<file path="src/rtl/adc_cap_pkg.sv">
package adc_cap_pkg;

  // protocol constants: slots per conversion frame, pulses in the nap pattern
  localparam int FRAME_SLOTS = 18;
  localparam int NAP_PULSES  = 2;

  typedef enum logic [2:0] {
    ST_IDLE,
    ST_FRAME,
    ST_NAPSEQ,
    ST_NAPPED,
    ST_SLPSEQ,
    ST_SLEEPING,
    ST_WAKE
  } seq_state_e;

  typedef enum logic [1:0] {
    LD_NONE,
    LD_STOP,
    LD_NAP,
    LD_SLEEP
  } disc_load_e;

endpackage

</file>
<file path="src/rtl/adc_cap_rstsync.sv">
module adc_cap_rstsync (
  input  logic clk,
  input  logic rst_n,
  output logic rst_sync_n
);

  logic [1:0] sync_q;

  always_ff @(posedge clk or negedge rst_n) begin
    if (!rst_n) sync_q <= 2'b00;
    else        sync_q <= {sync_q[0], 1'b1};
  end

  assign rst_sync_n = sync_q[1];

endmodule

</file>
<file path="src/rtl/adc_cap_clkgen.sv">
module adc_cap_clkgen #(
  parameter int DIV = 4
) (
  input  logic clk,
  input  logic rst_n,
  output logic slot_end,
  output logic sck_hi_nxt,
  output logic sck_rise_nxt
);

  localparam int PW = (DIV > 2) ? $clog2(DIV) : 1;
  localparam logic [PW-1:0] PH_LAST = PW'(DIV - 1);
  localparam logic [PW-1:0] PH_HALF = PW'(DIV / 2);

  logic [PW-1:0] ph_q, ph_d;

  always_comb begin
    ph_d         = (ph_q == PH_LAST) ? '0 : ph_q + 1'b1;
    slot_end     = (ph_q == PH_LAST);
    sck_hi_nxt   = (ph_d >= PH_HALF);
    sck_rise_nxt = (ph_d == PH_HALF);
  end

  always_ff @(posedge clk or negedge rst_n) begin
    if (!rst_n) ph_q <= '0;
    else        ph_q <= ph_d;
  end

endmodule

</file>
<file path="src/rtl/adc_cap_seq.sv">
module adc_cap_seq
  import adc_cap_pkg::*;
#(
  parameter int SLEEP_PULSES = 4,
  parameter int SW           = 5
) (
  input  logic          clk,
  input  logic          rst_n,
  input  logic          slot_end,
  input  logic          sck_hi_nxt,
  input  logic          run_i,
  input  logic [1:0]    mode_i,
  output logic          conv_o,
  output logic          sclk_o,
  output logic          busy_o,
  output logic          in_frame_o,
  output logic [SW-1:0] slot_o,
  output disc_load_e    disc_ld_o
);

  localparam logic [SW-1:0] FR_LAST  = SW'(FRAME_SLOTS - 1);
  localparam logic [SW-1:0] NAP_LAST = SW'(2 * NAP_PULSES - 1);
  localparam logic [SW-1:0] SLP_LAST = SW'(2 * SLEEP_PULSES - 1);

  seq_state_e    st_q, st_d;
  logic [SW-1:0] slot_q, slot_d;
  logic          conv_q, conv_d, sck_q, sck_d;
  logic          req_nap, req_slp, go_run, seq_last;
  disc_load_e    ld;

  function automatic logic [SW-1:0] last_of(input seq_state_e s);
    case (s)
      ST_FRAME:  last_of = FR_LAST;
      ST_NAPSEQ: last_of = NAP_LAST;
      ST_SLPSEQ: last_of = SLP_LAST;
      default:   last_of = '0;
    endcase
  endfunction

  function automatic logic conv_lvl(input seq_state_e s, input logic [SW-1:0] k);
    case (s)
      ST_FRAME:             conv_lvl = (k == '0);
      ST_NAPSEQ, ST_SLPSEQ: conv_lvl = ~k[0];
      default:              conv_lvl = 1'b0;
    endcase
  endfunction

  always_comb begin
    req_slp  = mode_i[1];
    req_nap  = (mode_i == 2'b01);
    go_run   = (mode_i == 2'b00) && run_i;
    seq_last = (slot_q == last_of(st_q));
    st_d     = st_q;
    slot_d   = slot_q;
    ld       = LD_NONE;
    if (slot_end) begin
      if (!seq_last) begin
        slot_d = slot_q + 1'b1;
      end else begin
        slot_d = '0;
        case (st_q)
          ST_IDLE, ST_FRAME: begin
            if (req_slp) begin
              st_d = ST_SLPSEQ;
              ld   = LD_SLEEP;
            end else if (req_nap) begin
              st_d = ST_NAPSEQ;
              ld   = LD_NAP;
            end else if (go_run) begin
              st_d = ST_FRAME;
            end else begin
              st_d = ST_IDLE;
              if (st_q == ST_FRAME) ld = LD_STOP;
            end
          end
          ST_NAPSEQ: st_d = ST_NAPPED;
          ST_SLPSEQ: st_d = ST_SLEEPING;
          ST_NAPPED: begin
            if (req_slp) begin
              st_d = ST_SLPSEQ;
              ld   = LD_SLEEP;
            end else if (go_run) begin
              st_d = ST_WAKE;
            end
          end
          ST_SLEEPING: if (go_run) st_d = ST_WAKE;
          ST_WAKE:     st_d = ST_FRAME;
          default:     st_d = ST_IDLE;
        endcase
      end
    end
    conv_d = slot_end ? conv_lvl(st_d, slot_d) : conv_q;
    sck_d  = ((st_q == ST_FRAME) || (st_q == ST_WAKE)) && sck_hi_nxt;
  end

  always_ff @(posedge clk or negedge rst_n) begin
    if (!rst_n) begin
      st_q   <= ST_IDLE;
      slot_q <= '0;
      conv_q <= 1'b0;
      sck_q  <= 1'b0;
    end else begin
      if (slot_end) begin
        st_q   <= st_d;
        slot_q <= slot_d;
      end
      conv_q <= conv_d;
      sck_q  <= sck_d;
    end
  end

  assign conv_o     = conv_q;
  assign sclk_o     = sck_q;
  assign busy_o     = (st_q == ST_FRAME) || (st_q == ST_NAPSEQ) ||
                      (st_q == ST_SLPSEQ) || (st_q == ST_WAKE);
  assign in_frame_o = (st_q == ST_FRAME);
  assign slot_o     = slot_q;
  assign disc_ld_o  = ld;

endmodule

</file>
<file path="src/rtl/adc_cap_shift.sv">
module adc_cap_shift
  import adc_cap_pkg::*;
#(
  parameter int RES           = 14,
  parameter int MSB_POS       = 2,
  parameter int NAP_DISCARD   = 1,
  parameter int SLEEP_DISCARD = 2,
  parameter int SW            = 5
) (
  input  logic           clk,
  input  logic           rst_n,
  input  logic           sdata_i,
  input  logic           sck_rise,
  input  logic           in_frame,
  input  logic [SW-1:0]  slot,
  input  disc_load_e     disc_ld,
  output logic [RES-1:0] data_o,
  output logic           valid_o
);

  localparam int DMAX0 = (NAP_DISCARD > SLEEP_DISCARD) ? NAP_DISCARD : SLEEP_DISCARD;
  localparam int DMAX  = (DMAX0 > 1) ? DMAX0 : 1;
  localparam int DCW   = $clog2(DMAX + 1);
  localparam logic [DCW-1:0] NAP_D = DCW'(NAP_DISCARD);
  localparam logic [DCW-1:0] SLP_D = DCW'(SLEEP_DISCARD);
  localparam logic [DCW-1:0] ONE_D = DCW'(1);
  localparam logic [SW-1:0]  FIRST_S = SW'(MSB_POS);
  localparam logic [SW-1:0]  LAST_S  = SW'(MSB_POS + RES - 1);

  logic [RES-2:0] sh_q, sh_d;
  logic [RES-1:0] data_q, data_d, word;
  logic           valid_q, valid_d, take, last;
  logic [DCW-1:0] disc_q, disc_d;

  always_comb begin
    take    = in_frame && sck_rise && (slot >= FIRST_S) && (slot <= LAST_S);
    last    = take && (slot == LAST_S);
    word    = {sh_q, sdata_i};
    sh_d    = take ? word[RES-2:0] : sh_q;
    valid_d = last && (disc_q == '0);
    data_d  = valid_d ? word : data_q;
    case (disc_ld)
      LD_SLEEP: disc_d = SLP_D;
      LD_NAP:   disc_d = NAP_D;
      LD_STOP:  disc_d = (disc_q == '0) ? ONE_D : disc_q;
      default:  disc_d = (last && (disc_q != '0)) ? disc_q - 1'b1 : disc_q;
    endcase
  end

  always_ff @(posedge clk or negedge rst_n) begin
    if (!rst_n) begin
      sh_q    <= '0;
      data_q  <= '0;
      valid_q <= 1'b0;
      disc_q  <= ONE_D;
    end else begin
      sh_q    <= sh_d;
      data_q  <= data_d;
      valid_q <= valid_d;
      disc_q  <= disc_d;
    end
  end

  assign data_o  = data_q;
  assign valid_o = valid_q;

endmodule

</file>
<file path="src/rtl/adc_capture_ctrl.sv">
module adc_capture_ctrl
  import adc_cap_pkg::*;
#(
  parameter int DIV           = 4,
  parameter int RES           = 14,
  parameter int MSB_POS       = 2,
  parameter int SLEEP_PULSES  = 4,
  parameter int NAP_DISCARD   = 1,
  parameter int SLEEP_DISCARD = 2
) (
  input  logic           clk,
  input  logic           rst_n,
  input  logic           run_i,
  input  logic [1:0]     mode_i,
  input  logic           sdata_i,
  output logic           conv_o,
  output logic           sclk_o,
  output logic [RES-1:0] data_o,
  output logic           valid_o,
  output logic           busy_o
);

  localparam int MAX_SLOTS = (2 * SLEEP_PULSES > FRAME_SLOTS) ? 2 * SLEEP_PULSES : FRAME_SLOTS;
  localparam int SW        = $clog2(MAX_SLOTS);

  logic          rst_i_n;
  logic          slot_end, sck_hi_nxt, sck_rise_nxt, in_frame;
  logic [SW-1:0] slot;
  disc_load_e    disc_ld;

  adc_cap_rstsync u_rst (
    .clk        (clk),
    .rst_n      (rst_n),
    .rst_sync_n (rst_i_n)
  );

  adc_cap_clkgen #(.DIV(DIV)) u_clk (
    .clk          (clk),
    .rst_n        (rst_i_n),
    .slot_end     (slot_end),
    .sck_hi_nxt   (sck_hi_nxt),
    .sck_rise_nxt (sck_rise_nxt)
  );

  adc_cap_seq #(.SLEEP_PULSES(SLEEP_PULSES), .SW(SW)) u_seq (
    .clk        (clk),
    .rst_n      (rst_i_n),
    .slot_end   (slot_end),
    .sck_hi_nxt (sck_hi_nxt),
    .run_i      (run_i),
    .mode_i     (mode_i),
    .conv_o     (conv_o),
    .sclk_o     (sclk_o),
    .busy_o     (busy_o),
    .in_frame_o (in_frame),
    .slot_o     (slot),
    .disc_ld_o  (disc_ld)
  );

  adc_cap_shift #(
    .RES(RES), .MSB_POS(MSB_POS), .NAP_DISCARD(NAP_DISCARD),
    .SLEEP_DISCARD(SLEEP_DISCARD), .SW(SW)
  ) u_shift (
    .clk      (clk),
    .rst_n    (rst_i_n),
    .sdata_i  (sdata_i),
    .sck_rise (sck_rise_nxt),
    .in_frame (in_frame),
    .slot     (slot),
    .disc_ld  (disc_ld),
    .data_o   (data_o),
    .valid_o  (valid_o)
  );

endmodule

</file>
<file path="config.mk">
export PLATFORM = sky130hd
export DESIGN_NAME = adc_capture_ctrl
export DESIGN_NICKNAME = d
export VERILOG_FILES = /design/src/rtl/adc_cap_pkg.sv /design/src/rtl/adc_cap_rstsync.sv /design/src/rtl/adc_cap_clkgen.sv /design/src/rtl/adc_cap_seq.sv /design/src/rtl/adc_cap_shift.sv /design/src/rtl/adc_capture_ctrl.sv
export SDC_FILE = /design/constraint.sdc
export NUM_CORES = 1
export LEC_CHECK = 0
export BUFFER_PORTS_ARGS = -buffer_cell sky130_fd_sc_hd__buf_2
export CAP_MARGIN = 20
export CORE_UTILIZATION = 57
export DETAILED_ROUTE_END_ITERATION = 12
export GPL_TIMING_DRIVEN = 0
export PLACE_DENSITY = 0.77
export SETUP_SLACK_MARGIN = 0.4
export SYNTH_ARGS = -nofsm -noshare
export SYNTH_HDL_FRONTEND = slang
export SYNTH_SLANG_ARGS = --single-unit
</file>
<file path="constraint.sdc">
create_clock -name clk -period 1.7 [get_ports clk]
set_clock_uncertainty 0.2 [all_clocks]
set_input_delay 0.085 -clock clk [delete_from_list [all_inputs] [get_ports clk]]
set_output_delay 0.085 -clock clk [all_outputs]
set_load 0.03 [all_outputs]
</file>
==> impl_metrics.env, run 1 <==
export IMPL_diodes=0
export IMPL_ant_nets=0
export IMPL_syn_instance_count=213
export IMPL_post_route_min_period_ns=3.18
export IMPL_swShare_pct=39.6
export IMPL_initial_core_util_pct=61.7
export IMPL_worstPathArrival_ns=3.20
export IMPL_yosysWarnings=0
export IMPL_vias=2117
export IMPL_htree_levels=2
export IMPL_p_clk_share_pct=15.3
export IMPL_clk_path_buf_depth=2
export IMPL_seq_area_frac_synth_pct=47.1
export IMPL_seqPwrFrac_pct=29.3
export IMPL_startpoint_type="register"
export IMPL_route_detailed_drc=0
export IMPL_detail_route_iter0_violations=206
export IMPL_place_congestion=0.894
export IMPL_yosysTopAreaCell="dfrtp_1"
export IMPL_dpl_hpwl_mm=3.44
export IMPL_dr_pass1_iters=5
export IMPL_synth_area_sq_um=2340
export IMPL_grt_pass1_wl_mm=9.82
export IMPL_yosys_area_top_type_share_pct=45.9
export IMPL_maxSlewHeadroom_pct=62.7
export IMPL_fin_nets=298
export IMPL_placed_cells=283
export IMPL_vias_per_cell=6.40
export IMPL_setup_viol=41
export IMPL_timing_hold_violations_final=0
export IMPL_port_buffers=22
export IMPL_setup_ws_ns=-1.48
export IMPL_rows=22
export IMPL_p_per_area_nw_per_um2=1370
export IMPL_detail_route_wl_per_cell_um=23.8
export IMPL_clkSlewWorstSetupHoldPaths_ns=0.09
export IMPL_syn_to_final_growth_pct=45.5
export IMPL_intPower_w=0.00281
export IMPL_status="finished, violations left"
export IMPL_cts_made_buffers=5
export IMPL_yosys_cell_types_count=52
export IMPL_syn_avg_cell_area_sq_um=11.0
export IMPL_max_clock_freq_mhz=315
export IMPL_fin_crit_sh_pct=187
export IMPL_synthFlopType="dfrtp_1"
export IMPL_endpoint_kind="register"
export IMPL_path_max_fanout=10
export IMPL_grtUsageTotal_pct=31.4
export IMPL_die_h_um=66.1
export IMPL_hp_class="reg2async"
export IMPL_grt_pass1_vias=1967
export IMPL_wl_mm=7.88
export IMPL_final_layout_size_suffix_gt1_share_pct=51.6
export IMPL_die_area_sq_um=4370
export IMPL_rsz0062_at_grt="yes"
export IMPL_holdWs_ns=0.125
export IMPL_fin_area_sq_um=3410
export IMPL_final_cell_mix="dfrtp_1 (40), buf_6 (22), buf_2 (21), mux2_4 (20), buf_4 (17)"
export IMPL_stdcell_count=331
export IMPL_antenna_found_initial=0
export IMPL_synth_edf_count=0
export IMPL_cts_tree="done"
export IMPL_power_w=0.00465
export IMPL_drv_slew=0
export IMPL_violations="negative setup slack"
export IMPL_grt_overflow_total=0
export IMPL_async_flop_share_pct=100
export IMPL_ir_drop_mv=0.981
export IMPL_insertion_delay_ns=0.30
export IMPL_ys_top_cells_by_area="dfrtp_1 (46%), mux2_2 (11%), ha_1 (5.3%), o21ai_0 (2.6%), inv_1 (2.1%)"
export IMPL_drv_cap=0
export IMPL_cts_root_buf="clkbuf_8"
export IMPL_synth_seq_cells=44
export IMPL_p_sw_w=0.00184
export IMPL_place_area_sq_um=2600
export IMPL_final_common_cell="dfrtp_1"
export IMPL_fp_coreArea_sq_um=3800
export IMPL_tightestPinTransition_ns=0.560
export IMPL_critical_path_required_ns=1.73
export IMPL_combinationalPowerShare_pct=55.4
export IMPL_die_x_um=66.1
export IMPL_syn_nets=229
export IMPL_p_leak_nw=1.60
export IMPL_grt_start_max_net_pins=43
export IMPL_critical_path_class="reg2reg"
export IMPL_clock_sinks=44
export IMPL_boundaryPins=24
## flip-flops by register name, indices dropped and copies added, names as in the netlist
name	flops
u_clk.ph_q	2
u_rst.sync_q	2
u_seq.conv_o	1
u_seq.sclk_o	1
u_seq.slot_o	5
u_seq.st_q	3
u_shift.data_o	14
u_shift.disc_q	2
u_shift.sh_q	13
u_shift.valid_o	1
## worst max-delay path, stage by stage (launching register included)
cell and delay [ns]:
dfrtp_1 0.43, buf_6 0.18, xnor2_1 0.18, o32a_1 0.43, a221oi_4 0.40, nand2_2 0.15
a211o_1 0.30, buf_4 0.15, ha_1 0.29, nor2b_1 0.14, o21ai_1 0.16, o31ai_1 0.10
## metal layers
layer / vias up / routed length (um) / track usage [%]
met4: 0 / 522 / 12.2
met5: - / 0 / 0
met3: 53 / 550 / 7.59
met2: 134 / 3800 / 52.4
li1: 896 / - / -
met1: 1034 / 3000 / 39.2
## Yosys cell counts (2+ instances only)
cell	number
or4_1	2
ha_1	10
o21bai_1	2
o2111ai_1	2
nand2b_1	2
a21oi_1	3
or2_2	2
o31ai_1	4
inv_1	13
buf_6	2
and2_1	3
a211o_1	3
nand2_1	13
dfrtp_1	43
buf_2	4
a22oi_1	2
nor2b_1	5
clkbuf_1	6
mux2_1	4
or3_1	3
a21o_1	4
xnor2_1	3
nor3_1	5
nor3b_1	2
o21ai_0	12
and3_1	2
mux2_2	23
nor2_1	9
nand3_1	2
## stage by stage
stage | util [%] | setup WS, ns | TNS (ns)
floorplan | - | -1.18 | -16.03
global placement | 68.4 | -1.39 | -24.01
detailed placement | 68.4 | -1.54 | -25.73
CTS | 84.4 | -1.27 | -25.27
global route | 89.7 | -1.51 | -34.03
finish | 89.7 | -1.48 | -33.15
## cells by family (layout without fill, tap and decap cells)
| group | Yosys count | after routing | synth area share [%] |
|---|---|---|---|
| other cells | 1 | 1 | 0.160 |
| mux | 27 | 27 | 13.0 |
| buf+inv | 26 | 96 | 5.02 |
| xor+xnor | 3 | 3 | 1.12 |
| fa+ha+maj | 10 | 10 | 5.34 |
| flops | 44 | 44 | 47.1 |
| simple gates | 55 | 55 | 12.6 |
| compound gates | 47 | 47 | 15.7 |
## what timing repair did
action	CTS	global route
pin swaps	18	11
setup endpoints to repair	42	83
resized for setup	60	30
endpoints found under the hold margin	4	0
setup buffers	25	10
gates cloned	2	0
hold buffers	3	0
## cell type report
type	count	area [sq um]
clock buffers	6	82.6
clock inverters	2	15.0
inverters	14	52.6
flip-flops and latches	44	1110
repair buffers	62	524
plain buffers	12	149
multi-input cells	143	1420
well taps	48	60.1
fillers	146	392
## path summary, 6_finish.rpt
| kind | from | end | slack, ns | cells past startpoint |
|---|---|---|---|---|
| worst max-delay path | u_seq.st_q[2]$_DFFE_PN0P_ | u_shift.disc_q[0]$_DFFE_PN1P_ | -1.48 | 11 |
| worst min-delay path | u_rst.sync_q[1]$_DFF_PN0_ | u_seq.conv_o$_DFFE_PN0P_ | 0.13 | 0 |
| worst max register to register | u_seq.st_q[2]$_DFFE_PN0P_ | u_shift.disc_q[0]$_DFFE_PN1P_ | -1.48 | 11 |
| worst min register to register | u_rst.sync_q[1]$_DFF_PN0_ | u_seq.conv_o$_DFFE_PN0P_ | 0.13 | 0 |
| max in group asynchronous | rst_n | u_rst.sync_q[1]$_DFF_PN0_ | 0.71 | 3 |
| min in group clk | mode_i[0] | u_seq.st_q[1]$_DFFE_PN0P_ | 0.18 | 5 |
## power groups by stage
stage	clock network (W)	registers [W]	logic, W
finish	0.000712	0.00136	0.00258
global route	0.000766	0.00137	0.00265
CTS	0.000701	0.00133	0.00207
detailed placement	0	0.00136	0.00135
global placement	0	0.00135	0.00129
floorplan	0	0.00133	0.00109
Power figures use the tool's default switching activity.
==> run 2: changes to the inputs <==
--- a/config.mk
+++ b/config.mk
@@ -11,6 +11,7 @@
 export DETAILED_ROUTE_END_ITERATION = 12
 export GPL_TIMING_DRIVEN = 0
 export PLACE_DENSITY = 0.77
+export REMOVE_ABC_BUFFERS = 1
 export SETUP_SLACK_MARGIN = 0.4
 export SYNTH_ARGS = -nofsm -noshare
 export SYNTH_HDL_FRONTEND = slang
==> constraint.sdc (replaced) <==
create_clock -name clk -period 3.75 [get_ports clk]
set_clock_uncertainty 0.2 [all_clocks]
set_input_delay 0.1875 -clock clk [delete_from_list [all_inputs] [get_ports clk]]
set_output_delay 0.1875 -clock clk [all_outputs]
set_load 0.03 [all_outputs]
==> run 2 against run 1 <==
Against the previous run: the flow now finishes without violations; power is 67% lower; hold slack better by 0.034 ns; final area is 20% lower; final cell count is 10% lower; wire length is 43% lower; critical path type unchanged; sequential cell count stayed put; register-to-register slack better by 2.0 ns; critical endpoint unchanged; highest routed layer unchanged; combinational power is 77% lower; fmax is 1.2% lower; via count is 18% lower; sequential power is 53% lower.
==> impl_metrics.env, run 2 (synthesis gave the netlist of run 1 again) <==
export IMPL_clk_path_buf_depth=2
export IMPL_p_leak_nw=1.36
export IMPL_cp_num_buf_inv=0
export IMPL_worstPathArrival_ns=3.22
export IMPL_stdcell_count=298
export IMPL_grt_start_max_net_pins=43
export IMPL_final_cell_mix="dfrtp_1 (39), buf_2 (24), mux2_2 (23), inv_1 (13), buf_4 (13)"
export IMPL_finalSetupTns_ns=0
export IMPL_grtUsageTotal_pct=22.1
export IMPL_clock_sinks=44
export IMPL_fp_coreArea_sq_um=3800
export IMPL_clkSlewWorstSetupHoldPaths_ns=0.07
export IMPL_die_area_sq_um=4370
export IMPL_antenna_found_initial=0
export IMPL_path_max_fanout=10
export IMPL_cp_top_family="compound AO/OA/AOI/OAI gates"
export IMPL_holdCritStartpoint="u_rst.sync_q[0]$_DFF_PN0_"
export IMPL_largest_reg_flops=14
export IMPL_max_clock_freq_mhz=311
export IMPL_cts_tree="done"
export IMPL_route_detailed_drc=0
export IMPL_cts_made_buffers=5
export IMPL_final_common_cell="dfrtp_1"
export IMPL_grt_pass1_vias=1588
export IMPL_cpMaxStageDelayCell="dfrtp_4"
export IMPL_initial_core_util_pct=61.7
export IMPL_endpoint_kind="register"
export IMPL_cts_root_buf="clkbuf_8"
export IMPL_syn_to_final_growth_pct=15.8
export IMPL_vias=1729
export IMPL_status="completed"
export IMPL_rsz0062_at_grt="no"
export IMPL_post_route_min_period_ns=3.22
export IMPL_reg2regPathDepth=11
export IMPL_cpPeakStageDelay_ns=0.53
export IMPL_use_met2_pct=37.6
export IMPL_crit_path_frequent_cell="o21ai_1"
export IMPL_die_h_um=66.1
export IMPL_place_congestion=0.823
export IMPL_port_buffers=23
export IMPL_dpl_hpwl_mm=3.03
export IMPL_fin_crit_sh_pct=85.8
export IMPL_ant_nets=0
export IMPL_grt_use_met3_pct=5.69
export IMPL_setup_viol=0
export IMPL_drv_slew=0
export IMPL_hp_class="reg2reg"
export IMPL_detail_route_iter0_violations=90
export IMPL_hold_path_depth=0
export IMPL_ir_drop_mv=0.287
export IMPL_grt_pass1_wl_mm=7.27
export IMPL_r2r_end="u_shift.disc_q[0]$_DFFE_PN1P_"
export IMPL_tightestPinTransition_ns=0.959
export IMPL_final_layout_size_suffix_gt1_share_pct=33.6
export IMPL_critical_path_class="reg2reg"
export IMPL_cp_startpoint="u_seq.st_q[2]$_DFFE_PN0P_"
export IMPL_startpoint_type="register"
export IMPL_dr_pass1_iters=4
export IMPL_r2r_start="u_seq.st_q[2]$_DFFE_PN0P_"
export IMPL_wl_mm=4.52
export IMPL_die_x_um=66.1
export IMPL_grt_util_met1_pct=28.5
export IMPL_boundaryPins=24
export IMPL_place_area_sq_um=2470
export IMPL_grt_overflow_total=0
export IMPL_timing_hold_violations_final=0
export IMPL_htree_levels=2
export IMPL_maxSlewHeadroom_pct=35.7
export IMPL_grt_busiest_layer="met2"
export IMPL_diodes=0
export IMPL_drv_cap=0
export IMPL_placed_cells=273
export IMPL_holdPathEnd="u_rst.sync_q[1]$_DFF_PN0_"
export IMPL_fin_nets=265
export IMPL_rows=22
export IMPL_ff2ff_setup_slack_ns=0.53
export IMPL_insertion_delay_ns=0.29
export IMPL_vias_per_cell=5.80
export IMPL_path_cells="or3b_2, o32a_1, a221oi_4, nand2_2, a211o_1, ha_1, nor3_2, o21ai_0, o21ai_1, o21ai_1, o31ai_1"
export IMPL_detail_route_wl_per_cell_um=15.2
export IMPL_critical_path_required_ns=3.76
export IMPL_fin_area_sq_um=2710
export IMPL_p_per_area_nw_per_um2=569
## run 2: changes by cell type in the layout (fill, tap and decap cells not counted), moves of 4 or more
cell     change
buf_6       -22
mux2_4      -20
mux2_2      +16
ha_1         +5
o21ai_0      +5
buf_4        -4
mux2_1       +4
## run 2: where the power goes
part / internal [W] / total (W) / switching (W)
clock: 0.000168 / 0.000319 / 0.000151
combinational: 0.000275 / 0.000583 / 0.000308
sequential: 0.000538 / 0.000641 / 0.000103
## run 2: what timing repair did
action | in CTS | in global routing
endpoints found under the setup margin | 2 | 2
resized for setup | 3 | 5
endpoints found under the hold margin | 4 | 0
buffers inserted | 1 | 13
pin swaps | 1 | 3
hold buffers | 3 | 0
## run 2: metal layers
layer	part of all wire, %	vias to the layer above
met2	48	36
li1	-	832
met4	0.38	0
met1	47	857
met3	4.0	4
met5	0	-
## run 2: final cells by class
type                            count  area [sq um]
Timing Repair Buffer               41           255
Fill cell                         274          1090
Multi-Input combinational cell    143          1130
Sequential cell                    44          1110
Clock buffer                        8           100
Tap cell                           48          60.1
Inverter                           14          52.6
## run 2: worst max-delay path by stage
stage / endpoint / slack (ns) / cells past startpoint
after floorplan: u_shift.disc_q[0]$_DFFE_PN1P_ / 0.51 / 11
after global placement: u_shift.disc_q[0]$_DFFE_PN1P_ / 0.11 / 11
after detailed placement: u_shift.disc_q[0]$_DFFE_PN1P_ / 0.03 / 11
after CTS: u_shift.disc_q[0]$_DFFE_PN1P_ / 0.44 / 11
after global routing: u_shift.disc_q[0]$_DFFE_PN1P_ / 0.38 / 11
final: u_shift.disc_q[0]$_DFFE_PN1P_ / 0.53 / 11
## run 2: per-stage QoR
stage                     total power, W  util [%]  hold WS [ns]  setup slack, ns
final                            0.00154      71.4         0.159            0.533
after global routing             0.00164      71.4         0.166            0.384
after CTS                        0.00145      68.6         0.164            0.436
after detailed placement         0.00111      64.9        -0.224           0.0349
after global placement           0.00110      64.6        -0.225            0.113
after floorplan                 0.000990         -        -0.308            0.507
